`src/rtl/evt_irq_pkg.sv`:
```
package evt_irq_pkg;

    localparam int ADDR_W = 3;
    localparam int CNT_W  = 6;

    localparam logic [ADDR_W-1:0] A_CFG  = 3'd0;
    localparam logic [ADDR_W-1:0] A_RAW  = 3'd1;
    localparam logic [ADDR_W-1:0] A_STAT = 3'd2;
    localparam logic [ADDR_W-1:0] A_CLR  = 3'd3;
    localparam logic [ADDR_W-1:0] A_MASK = 3'd4;
    localparam logic [ADDR_W-1:0] A_SOFT = 3'd5;

    typedef enum logic [1:0] {
        PIN_HIZ      = 2'd0,
        PIN_OD_LOW   = 2'd1,
        PIN_DRV_LOW  = 2'd2,
        PIN_DRV_HIGH = 2'd3
    } pin_mode_e;

    typedef enum logic [1:0] {
        DUR_3    = 2'd0,
        DUR_15   = 2'd1,
        DUR_63   = 2'd2,
        DUR_HOLD = 2'd3
    } dur_e;

    typedef struct packed {
        dur_e      dur;
        pin_mode_e mode;
    } irq_cfg_t;

    // Pulse length 4^(code+1) - 1: 3, 15, 63
    function automatic logic [CNT_W-1:0] pulse_len(dur_e d);
        int unsigned n;
        n = (32'd4 << (2 * int'(d))) - 32'd1;
        return n[CNT_W-1:0];
    endfunction

endpackage

```
`src/rtl/evt_latch.sv`:
```
module evt_latch #(
    parameter int N_EVT = 7
) (
    input  logic             clk,
    input  logic             rst,
    input  logic [N_EVT-1:0] evt_in,
    input  logic             soft_set,
    input  logic [N_EVT:0]   clr_vec,
    output logic [N_EVT:0]   status
);
    logic [N_EVT-1:0] evt_q;
    logic [N_EVT:0]   set_vec;

    always_ff @(posedge clk) begin
        if (rst) evt_q <= '0;
        else     evt_q <= evt_in;
    end

    always_comb set_vec = {soft_set, evt_in & ~evt_q};

    for (genvar b = 0; b <= N_EVT; b++) begin : g_bit
        logic bit_q;
        always_ff @(posedge clk) begin
            if (rst)               bit_q <= 1'b0;
            else if (set_vec[b])   bit_q <= 1'b1;
            else if (clr_vec[b])   bit_q <= 1'b0;
        end
        assign status[b] = bit_q;
    end
endmodule

```
`src/rtl/irq_timer.sv`:
```
module irq_timer
    import evt_irq_pkg::*;
#(
    parameter int NS = 8
) (
    input  logic          clk,
    input  logic          rst,
    input  dur_e          dur,
    input  logic [NS-1:0] pend,
    output logic          active
);
    logic [NS-1:0]    pend_q;
    logic [CNT_W-1:0] cnt_q;
    logic             trig;

    always_comb trig = |(pend & ~pend_q);

    always_ff @(posedge clk) begin
        if (rst) begin
            pend_q <= '0;
            cnt_q  <= '0;
        end else begin
            pend_q <= pend;
            if (trig)            cnt_q <= pulse_len(dur);
            else if (cnt_q != 0) cnt_q <= cnt_q - 1'b1;
        end
    end

    always_comb active = (dur == DUR_HOLD) ? (|pend) : (cnt_q != '0);
endmodule

```
`src/rtl/irq_pin_drv.sv`:
```
module irq_pin_drv
    import evt_irq_pkg::*;
(
    input  pin_mode_e mode,
    input  logic      active,
    output logic      pin_oe,
    output logic      pin_out
);
    always_comb begin
        pin_oe  = 1'b0;
        pin_out = 1'b0;
        case (mode)
            PIN_OD_LOW:   begin pin_oe = active; pin_out = 1'b0;    end
            PIN_DRV_LOW:  begin pin_oe = 1'b1;   pin_out = ~active; end
            PIN_DRV_HIGH: begin pin_oe = 1'b1;   pin_out = active;  end
            default:      begin pin_oe = 1'b0;   pin_out = 1'b0;    end
        endcase
    end
endmodule

```
`src/rtl/evt_irq_ctrl.sv`:
```
module evt_irq_ctrl
    import evt_irq_pkg::*;
#(
    parameter int N_EVT = 7
) (
    input  logic              clk,
    input  logic              rst,
    input  logic              bus_wen,
    input  logic [2:0]        bus_addr,
    input  logic [N_EVT:0]    bus_wdata,
    output logic [N_EVT:0]    bus_rdata,
    input  logic [N_EVT-1:0]  evt_in,
    output logic              irq_oe,
    output logic              irq_out
);
    localparam int NS = N_EVT + 1;

    irq_cfg_t        cfg_q;
    logic [NS-1:0]   mask_q;
    logic [NS-1:0]   status_w;
    logic [NS-1:0]   clr_vec;
    logic            soft_set;
    logic            req_active;

    always_ff @(posedge clk) begin
        if (rst) begin
            cfg_q  <= '{dur: DUR_3, mode: PIN_HIZ};
            mask_q <= '0;
        end else if (bus_wen) begin
            if (bus_addr == A_CFG)  cfg_q  <= irq_cfg_t'(bus_wdata[3:0]);
            if (bus_addr == A_MASK) mask_q <= bus_wdata;
        end
    end

    always_comb begin
        clr_vec  = (bus_wen && bus_addr == A_CLR) ? bus_wdata : '0;
        soft_set = bus_wen && (bus_addr == A_SOFT) && bus_wdata[0];
    end

    always_comb begin
        bus_rdata = '0;
        case (bus_addr)
            A_CFG:   bus_rdata[3:0]       = cfg_q;
            A_RAW:   bus_rdata[N_EVT-1:0] = evt_in;
            A_STAT:  bus_rdata            = status_w;
            A_MASK:  bus_rdata            = mask_q;
            default: bus_rdata            = '0;
        endcase
    end

    evt_latch #(.N_EVT(N_EVT)) u_latch (
        .clk      (clk),
        .rst      (rst),
        .evt_in   (evt_in),
        .soft_set (soft_set),
        .clr_vec  (clr_vec),
        .status   (status_w)
    );

    irq_timer #(.NS(NS)) u_timer (
        .clk    (clk),
        .rst    (rst),
        .dur    (cfg_q.dur),
        .pend   (status_w & mask_q),
        .active (req_active)
    );

    irq_pin_drv u_pin (
        .mode    (cfg_q.mode),
        .active  (req_active),
        .pin_oe  (irq_oe),
        .pin_out (irq_out)
    );
endmodule

```
`config.mk`:
```
export PLATFORM = sky130hd
export DESIGN_NAME = evt_irq_ctrl
export DESIGN_NICKNAME = d
export VERILOG_FILES = /design/src/rtl/evt_irq_pkg.sv /design/src/rtl/evt_latch.sv /design/src/rtl/irq_timer.sv /design/src/rtl/irq_pin_drv.sv /design/src/rtl/evt_irq_ctrl.sv
export SDC_FILE = /design/constraint.sdc
export NUM_CORES = 1
export LEC_CHECK = 0
export CAP_MARGIN = 20
export CORE_MARGIN = 3
export CORE_UTILIZATION = 59
export CTS_CLUSTER_SIZE = 24
export DETAILED_ROUTE_END_ITERATION = 8
export PLACE_DENSITY_LB_ADDON = 0.25
export SLEW_MARGIN = 15
export SYNTH_ARGS = -nofsm -noshare
export SYNTH_HDL_FRONTEND = slang
export SYNTH_HIERARCHICAL = 1
export SYNTH_SLANG_ARGS = --single-unit
```
`constraint.sdc`:
```
create_clock -name clk -period 5.6 [get_ports clk]
set_clock_uncertainty 0.1 [all_clocks]
set_input_delay 1.12 -clock clk [delete_from_list [all_inputs] [get_ports clk]]
set_output_delay 1.12 -clock clk [all_outputs]
set_load 0.02 [all_outputs]
```
==> results of run 1 <==
-- metal layers --
layer	global-route usage [%]	vias up	routed length, um
met5	0	-	0
met2	34.4	24	2180
met1	28.0	799	2210
met3	5.51	4	144
met4	6.70	0	36
li1	-	862	-
-- flip-flops by register name, indices dropped and copies added, names as in the netlist --
signal	cells
u_latch/evt_q	7
mask_q	8
u_timer/cnt_q	6
u_latch/g_bit.bit_q	8
cfg_q	4
u_timer/pend_q	8
-- report_power, final --
group | leakage (uW) | internal [uW] | total [uW] | switching (uW)
sequential | 0.000336 | 314 | 333 | 19.2
combinational | 0.000596 | 87.4 | 179 | 91.2
clock | 0.0000585 | 145 | 247 | 102
total | 0.000990 | 547 | 759 | 212
-- final cells by class --
cell class	count	area share [%]
multi-input cells	173	50.3
flip-flops and latches	41	30.9
repair buffers	31	11.6
clock buffers	7	3.25
well taps	48	2.26
clock inverters	1	1.13
inverters	4	0.566
-- how the worst min path moves through the flow --
stage | from | end | depth (start not counted)
6_report | u_timer/cnt_q[5] | u_timer/cnt_q[5] | 2
2_1_floorplan | u_latch/g_bit[1].bit_q | u_latch/g_bit[1].bit_q | 2
5_1_grt | u_latch/evt_q[2] | u_latch/g_bit[2].bit_q | 2
3_3_place_gp | u_timer/cnt_q[5] | u_timer/cnt_q[5] | 2
4_1_cts | u_timer/cnt_q[5] | u_timer/cnt_q[5] | 2
3_5_place_dp | u_timer/cnt_q[5] | u_timer/cnt_q[5] | 2
-- metrics by stage --
step                      hold slack [ns]  instance area (um2)
after CTS                           0.375                 2660
after global routing                0.402                 2660
after floorplan                     0.345                 2320
after detailed placement            0.365                 2540
after global placement              0.358                 2540
final                               0.377                 2660
-- cells by family after synthesis --
logic type / after synthesis / share of synthesized area, %
AO/OA/AOI/OAI: 34 / 12.5
adder cells (fa/ha/maj): 1 / 0.540
multiplexers: 16 / 6.91
flip-flops: 41 / 35.4
XOR/XNOR: 2 / 0.756
AND/OR/NAND/NOR: 120 / 36.9
buffers and inverters: 24 / 7.02
-- synth_stat cells (all sizes together) --
| master | count |
|---|---|
| and4b | 1 |
| mux2i | 16 |
| clkbuf | 3 |
| nand3b | 2 |
| a311oi | 1 |
| nand4bb | 9 |
| a221o | 3 |
| or2 | 1 |
| xnor2 | 1 |
| dfxtp | 41 |
| o211ai | 5 |
| nor2b | 16 |
| nor3b | 5 |
| nor3 | 2 |
| inv | 4 |
| ha | 1 |
| a41oi | 1 |
| nor4b | 1 |
| a21oi | 14 |
| nor4 | 4 |
| and4bb | 1 |
| nand2 | 6 |
| or3 | 1 |
| nand4 | 1 |
| buf | 17 |
| a21boi | 1 |
| xor2 | 1 |
| a2111oi | 3 |
| nor2 | 3 |
| a21bo | 1 |
| nand2b | 38 |
| and2 | 20 |
| o2bb2ai | 1 |
| a21o | 1 |
| nor4bb | 3 |
| and2b | 5 |
| nand3 | 1 |
| a211oi | 2 |
| o21ai | 1 |
-- worst register-to-register path, cell delays in order, from the launching register on --
cell and delay, ns:
dfxtp_1 0.34, and2_1 0.19, nor2b_4 0.14, a2111oi_4 0.49
and2_1 0.33, nand2_1 0.09, ha_1 0.27, nor3b_1 0.18
xor2_1 0.15, nand2_1 0.07, a211oi_1 0.21
==> impl_metrics.env, run 1 <==
export IMPL_overflow=0
export IMPL_setup_ws_ns=1.13
export IMPL_synth_nets=260
export IMPL_tightest_slew_ns=0.806
export IMPL_setup_tns_ns=0
export IMPL_initial_core_util_pct=62.4
export IMPL_clk_latency_ns=0.29
export IMPL_rsz0062_at_grt="false"
export IMPL_final_max_slew_viol_count=0
export IMPL_die_area_um2=4720
export IMPL_post_route_period_util_pct=79.8
export IMPL_numCtsBuffers=5
export IMPL_hp_class="reg -> reg"
export IMPL_p_total_uw=759
export IMPL_cp_num_buf_inv=2
export IMPL_antenna_found_initial=0
export IMPL_slowest_delay_ns=0.78
export IMPL_synthTopCellsByArea="dfxtp_1, nand2b_1, mux2i_1"
export IMPL_cts_root_buf="clkbuf_8"
export IMPL_dp_cells=297
export IMPL_reg2reg_depth=10
export IMPL_crit_family="buffers and inverters"
export IMPL_syn_area_per_cell_um2=9.74
export IMPL_p_per_area_nw_per_um2=286
export IMPL_track_usage_pct=21.4
export IMPL_layout_commonest_cell="dfxtp_1"
export IMPL_core_area_um2=3720
export IMPL_yosysTopAreaCellShare_pct=35.4
export IMPL_dpl_hpwl_mm=3.16
export IMPL_hold_violations=0
export IMPL_drc=0
export IMPL_arrival_ns=3.25
export IMPL_die_y_um=68.7
export IMPL_clk_pin_slew_ns=0.08
export IMPL_final_cells=305
export IMPL_gp_congestion=0.780
export IMPL_status="completed"
export IMPL_postCtsSetupBuffers=0
export IMPL_layout_nets=278
export IMPL_grt_pass1_vias=1568
export IMPL_totalWireLength_mm=4.57
export IMPL_grt_pass1_wl_mm=7.43
export IMPL_fill_cells=313
export IMPL_vias=1689
export IMPL_grt_start_max_net_pins=53
export IMPL_routedWlPerCell_um=15.0
export IMPL_crit_fanout=24
export IMPL_path_depth=4
export IMPL_drt_iter0_drc=83
export IMPL_ys_types=48
export IMPL_hold_buffers=0
export IMPL_crit_path_start_kind="input pin"
export IMPL_area_growth_pct=14.5
export IMPL_htree_levels=2
export IMPL_finalCriticalPeriod_ns=4.47
export IMPL_diodes=0
export IMPL_fin_util_pct=71.4
export IMPL_cpMaxStageDelayCell="clkdlybuf4s50_1"
export IMPL_viasPerCell=5.54
export IMPL_reg2reg_to="u_timer/cnt_q[4]"
export IMPL_cts_sinks=41
export IMPL_synth_area_um2=2320
export IMPL_multi_input_area_um2=1340
export IMPL_cts_resized=0
export IMPL_ios=31
export IMPL_path_cells="clkdlybuf4s50_1 -> or2_1 -> o211ai_1 -> clkdlybuf4s50_1"
export IMPL_ys_seq_elements=41
export IMPL_maxSlewHeadroom_pct=46.1
export IMPL_portBuffers=30
export IMPL_crit_start="bus_addr[1]"
export IMPL_final_layout_size_suffix_gt1_share_pct=8.95
export IMPL_dpl_worst_slack_ns=1.14
export IMPL_crit_top_cell="clkdlybuf4s50_1"
export IMPL_ant_nets=0
export IMPL_clockBufferDepth=2
export IMPL_yosys_area_top_type="dfxtp_1"
export IMPL_regArea_um2=821
export IMPL_leakage_uw=0.000990
export IMPL_synthCells=238
export IMPL_synth_warning_count=6
export IMPL_r2r_start="u_latch/g_bit[4].bit_q"
export IMPL_setup_violations=0
export IMPL_rrSetupSlack_ns=2.97
export IMPL_critPathKind="in -> out"
export IMPL_endpoint="bus_rdata[2]"
export IMPL_ir_drop_mv=0.153
export IMPL_end_kind="primary output"
export IMPL_first_pass_iters=4
export IMPL_fmax_mhz=224
export IMPL_layout_common_cells="dfxtp_1, nand2b_1, clkdlybuf4s50_1"
export IMPL_required_ns=4.38
export IMPL_cts_tree="done"
export IMPL_seq_area_frac_synth_pct=35.4
export IMPL_dieWidth_um=68.7
export IMPL_rows=22
export IMPL_maxCapViolations=0
Power figures use the tool's default switching activity.
==> run 2: changes to the inputs <==
--- a/config.mk
+++ b/config.mk
@@ -7,7 +7,7 @@
 export LEC_CHECK = 0
 export CAP_MARGIN = 20
 export CORE_MARGIN = 3
-export CORE_UTILIZATION = 59
+export CORE_UTILIZATION = 49
 export CTS_CLUSTER_SIZE = 24
 export DETAILED_ROUTE_END_ITERATION = 8
 export PLACE_DENSITY_LB_ADDON = 0.25
==> constraint.sdc (replaced) <==
create_clock -name clk -period 3.81 [get_ports clk]
set_clock_uncertainty 0.1 [all_clocks]
set_input_delay 0.762 -clock clk [delete_from_list [all_inputs] [get_ports clk]]
set_output_delay 0.762 -clock clk [all_outputs]
set_load 0.02 [all_outputs]
==> run 2 against run 1 <==
  * Register-to-register slack worse by 1.8 ns
  * Via count is 0.77% lower
  * Setup slack worse by 0.81 ns
  * Wire length is 5.1% lower
  * Critical path type unchanged
  * Count of clock-buffer cells in the layout is 1 lower
==> impl_metrics.env, run 2 (synthesis gave the netlist of run 1 again) <==
export IMPL_status="completed"
export IMPL_crit_path_start_kind="input pin"
export IMPL_slowest_delay_ns=0.64
export IMPL_hold_path_endpoint="u_timer/cnt_q[5]"
export IMPL_clockBufferDepth=2
export IMPL_leakage_uw=0.000996
export IMPL_die_y_um=74.8
export IMPL_layout_commonest_cell="dfxtp_1"
export IMPL_rsz0062_at_grt="false"
export IMPL_grt_start_max_net_pins=24
export IMPL_cts_root_buf="clkbuf_8"
export IMPL_dieWidth_um=74.8
export IMPL_setup_violations=0
export IMPL_clk_pin_slew_ns=0.08
export IMPL_htree_levels=2
export IMPL_p_total_uw=1020
export IMPL_hold_buffers=0
export IMPL_final_cells=313
export IMPL_setup_tns_ns=0
export IMPL_dpl_hpwl_mm=3.18
export IMPL_min_path_cells=2
export IMPL_maxCapViolations=0
export IMPL_area_growth_pct=14.6
export IMPL_drt_iter0_drc=89
export IMPL_grt_pass1_vias=1562
export IMPL_rows=24
export IMPL_p_per_area_nw_per_um2=386
export IMPL_required_ns=2.95
export IMPL_arrival_ns=2.63
export IMPL_die_area_um2=5590
export IMPL_crit_fanout=13
export IMPL_reg2reg_depth=10
export IMPL_cts_sinks=41
export IMPL_critPathKind="in -> out"
export IMPL_layout_nets=282
export IMPL_overflow=0
export IMPL_rrSetupSlack_ns=1.18
export IMPL_final_layout_size_suffix_gt1_share_pct=10.3
export IMPL_top_regs="mask_q: 8 flops, u_latch/g_bit.bit_q: 8 flops, u_timer/pend_q: 8 flops"
export IMPL_ir_drop_mv=0.193
export IMPL_ios=31
export IMPL_diodes=0
export IMPL_fmax_mhz=287
export IMPL_cpMaxStageDelayCell="clkdlybuf4s50_1"
export IMPL_first_pass_iters=4
export IMPL_core_area_um2=4470
export IMPL_routedWlPerCell_um=13.9
export IMPL_layout_common_cells="dfxtp_1, nand2b_1, clkdlybuf4s50_1"
export IMPL_viasPerCell=5.35
export IMPL_maxSlewHeadroom_pct=57.0
export IMPL_setup_ws_ns=0.321
export IMPL_path_cells="clkdlybuf4s50_1 -> or2_1 -> o211ai_1 -> clkdlybuf4s50_1"
export IMPL_dp_cells=305
export IMPL_antenna_found_initial=0
export IMPL_cts_tree="done"
export IMPL_gp_congestion=0.761
export IMPL_dpl_worst_slack_ns=0.330
export IMPL_initial_core_util_pct=51.8
export IMPL_vias=1676
export IMPL_hp_class="reg -> reg"
export IMPL_reg2reg_to="u_timer/cnt_q[4]"
export IMPL_fill_cells=407
export IMPL_finalCriticalPeriod_ns=3.49
export IMPL_cts_resized=0
export IMPL_ant_nets=0
export IMPL_tightest_slew_ns=0.643
export IMPL_track_usage_pct=17.4
export IMPL_drc=0
export IMPL_postCtsSetupBuffers=0
export IMPL_r2r_start="u_latch/g_bit[2].bit_q"
export IMPL_clk_latency_ns=0.29
export IMPL_totalWireLength_mm=4.34
export IMPL_post_route_period_util_pct=91.6
export IMPL_numCtsBuffers=5
export IMPL_end_kind="primary output"
export IMPL_grt_pass1_wl_mm=7.38
export IMPL_hold_violations=0
export IMPL_portBuffers=30
export IMPL_final_max_slew_viol_count=0
export IMPL_crit_top_cell="clkdlybuf4s50_1"
export IMPL_min_from="u_timer/cnt_q[5]"
==> run 2: cell count changes in the layout (fill, tap and decap cells not counted) <==
cell       before  now
buf_4           1    5
clkinv_2        0    2
bufinv_16       1    0
clkbuf_8        6    5
==> run 2: layout make-up <==
cell class,count,area [um2],area share (%)
clock buffer,6,72.6,2.73
clock inverter,2,10.0,0.377
inverter,4,15.0,0.565
multi-input combinational,173,1340,50.3
sequential,41,821,30.9
tap,52,65.1,2.45
timing repair buffer,35,338,12.7
==> run 2: critical path: cells and delay by family <==
| family | cells | cell delay, ns |
|---|---|---|
| and+or+nand+nor | 1 | 0.38 |
| buffers and inverters | 2 | 1.25 |
| AOI/OAI and AO/OA | 1 | 0.24 |
==> run 2: per-layer routing <==
metal | track usage [%] | share of wire [%] | vias to the layer above
met2 | 25.6 | 44 | 24
met3 | 4.67 | 2.6 | 11
li1 | - | - | 869
met1 | 23.9 | 50 | 772
met4 | 7.71 | 2.6 | 0
met5 | 0 | 0 | -
==> run 2: how the worst max path moves through the flow <==
stage,startpoint,end,slack (ns)
3_5_place_dp,bus_addr[1],bus_rdata[2],0.33
4_1_cts,bus_addr[1],bus_rdata[2],0.32
6_report,bus_addr[1],bus_rdata[2],0.32
3_3_place_gp,bus_addr[1],bus_rdata[2],0.35
2_1_floorplan,bus_addr[2],bus_rdata[1],1.37
5_1_grt,bus_addr[1],bus_rdata[3],0.22
==> run 2: report_power, final <==
part	total [uW]	leakage [uW]	switching (uW)	internal, uW
clock	275	0.0000450	148	127
sequential	488	0.000336	26.5	461
combinational	262	0.000615	131	131
==> run 2: per-stage QoR <==
step	cell area (um2)	utilization, %	hold slack (ns)
floorplan	2320	-	0.345
global placement	2570	57.5	0.362
detailed placement	2570	57.5	0.365
CTS	2660	59.4	0.376
global route	2660	59.4	0.400
finish	2660	59.4	0.372
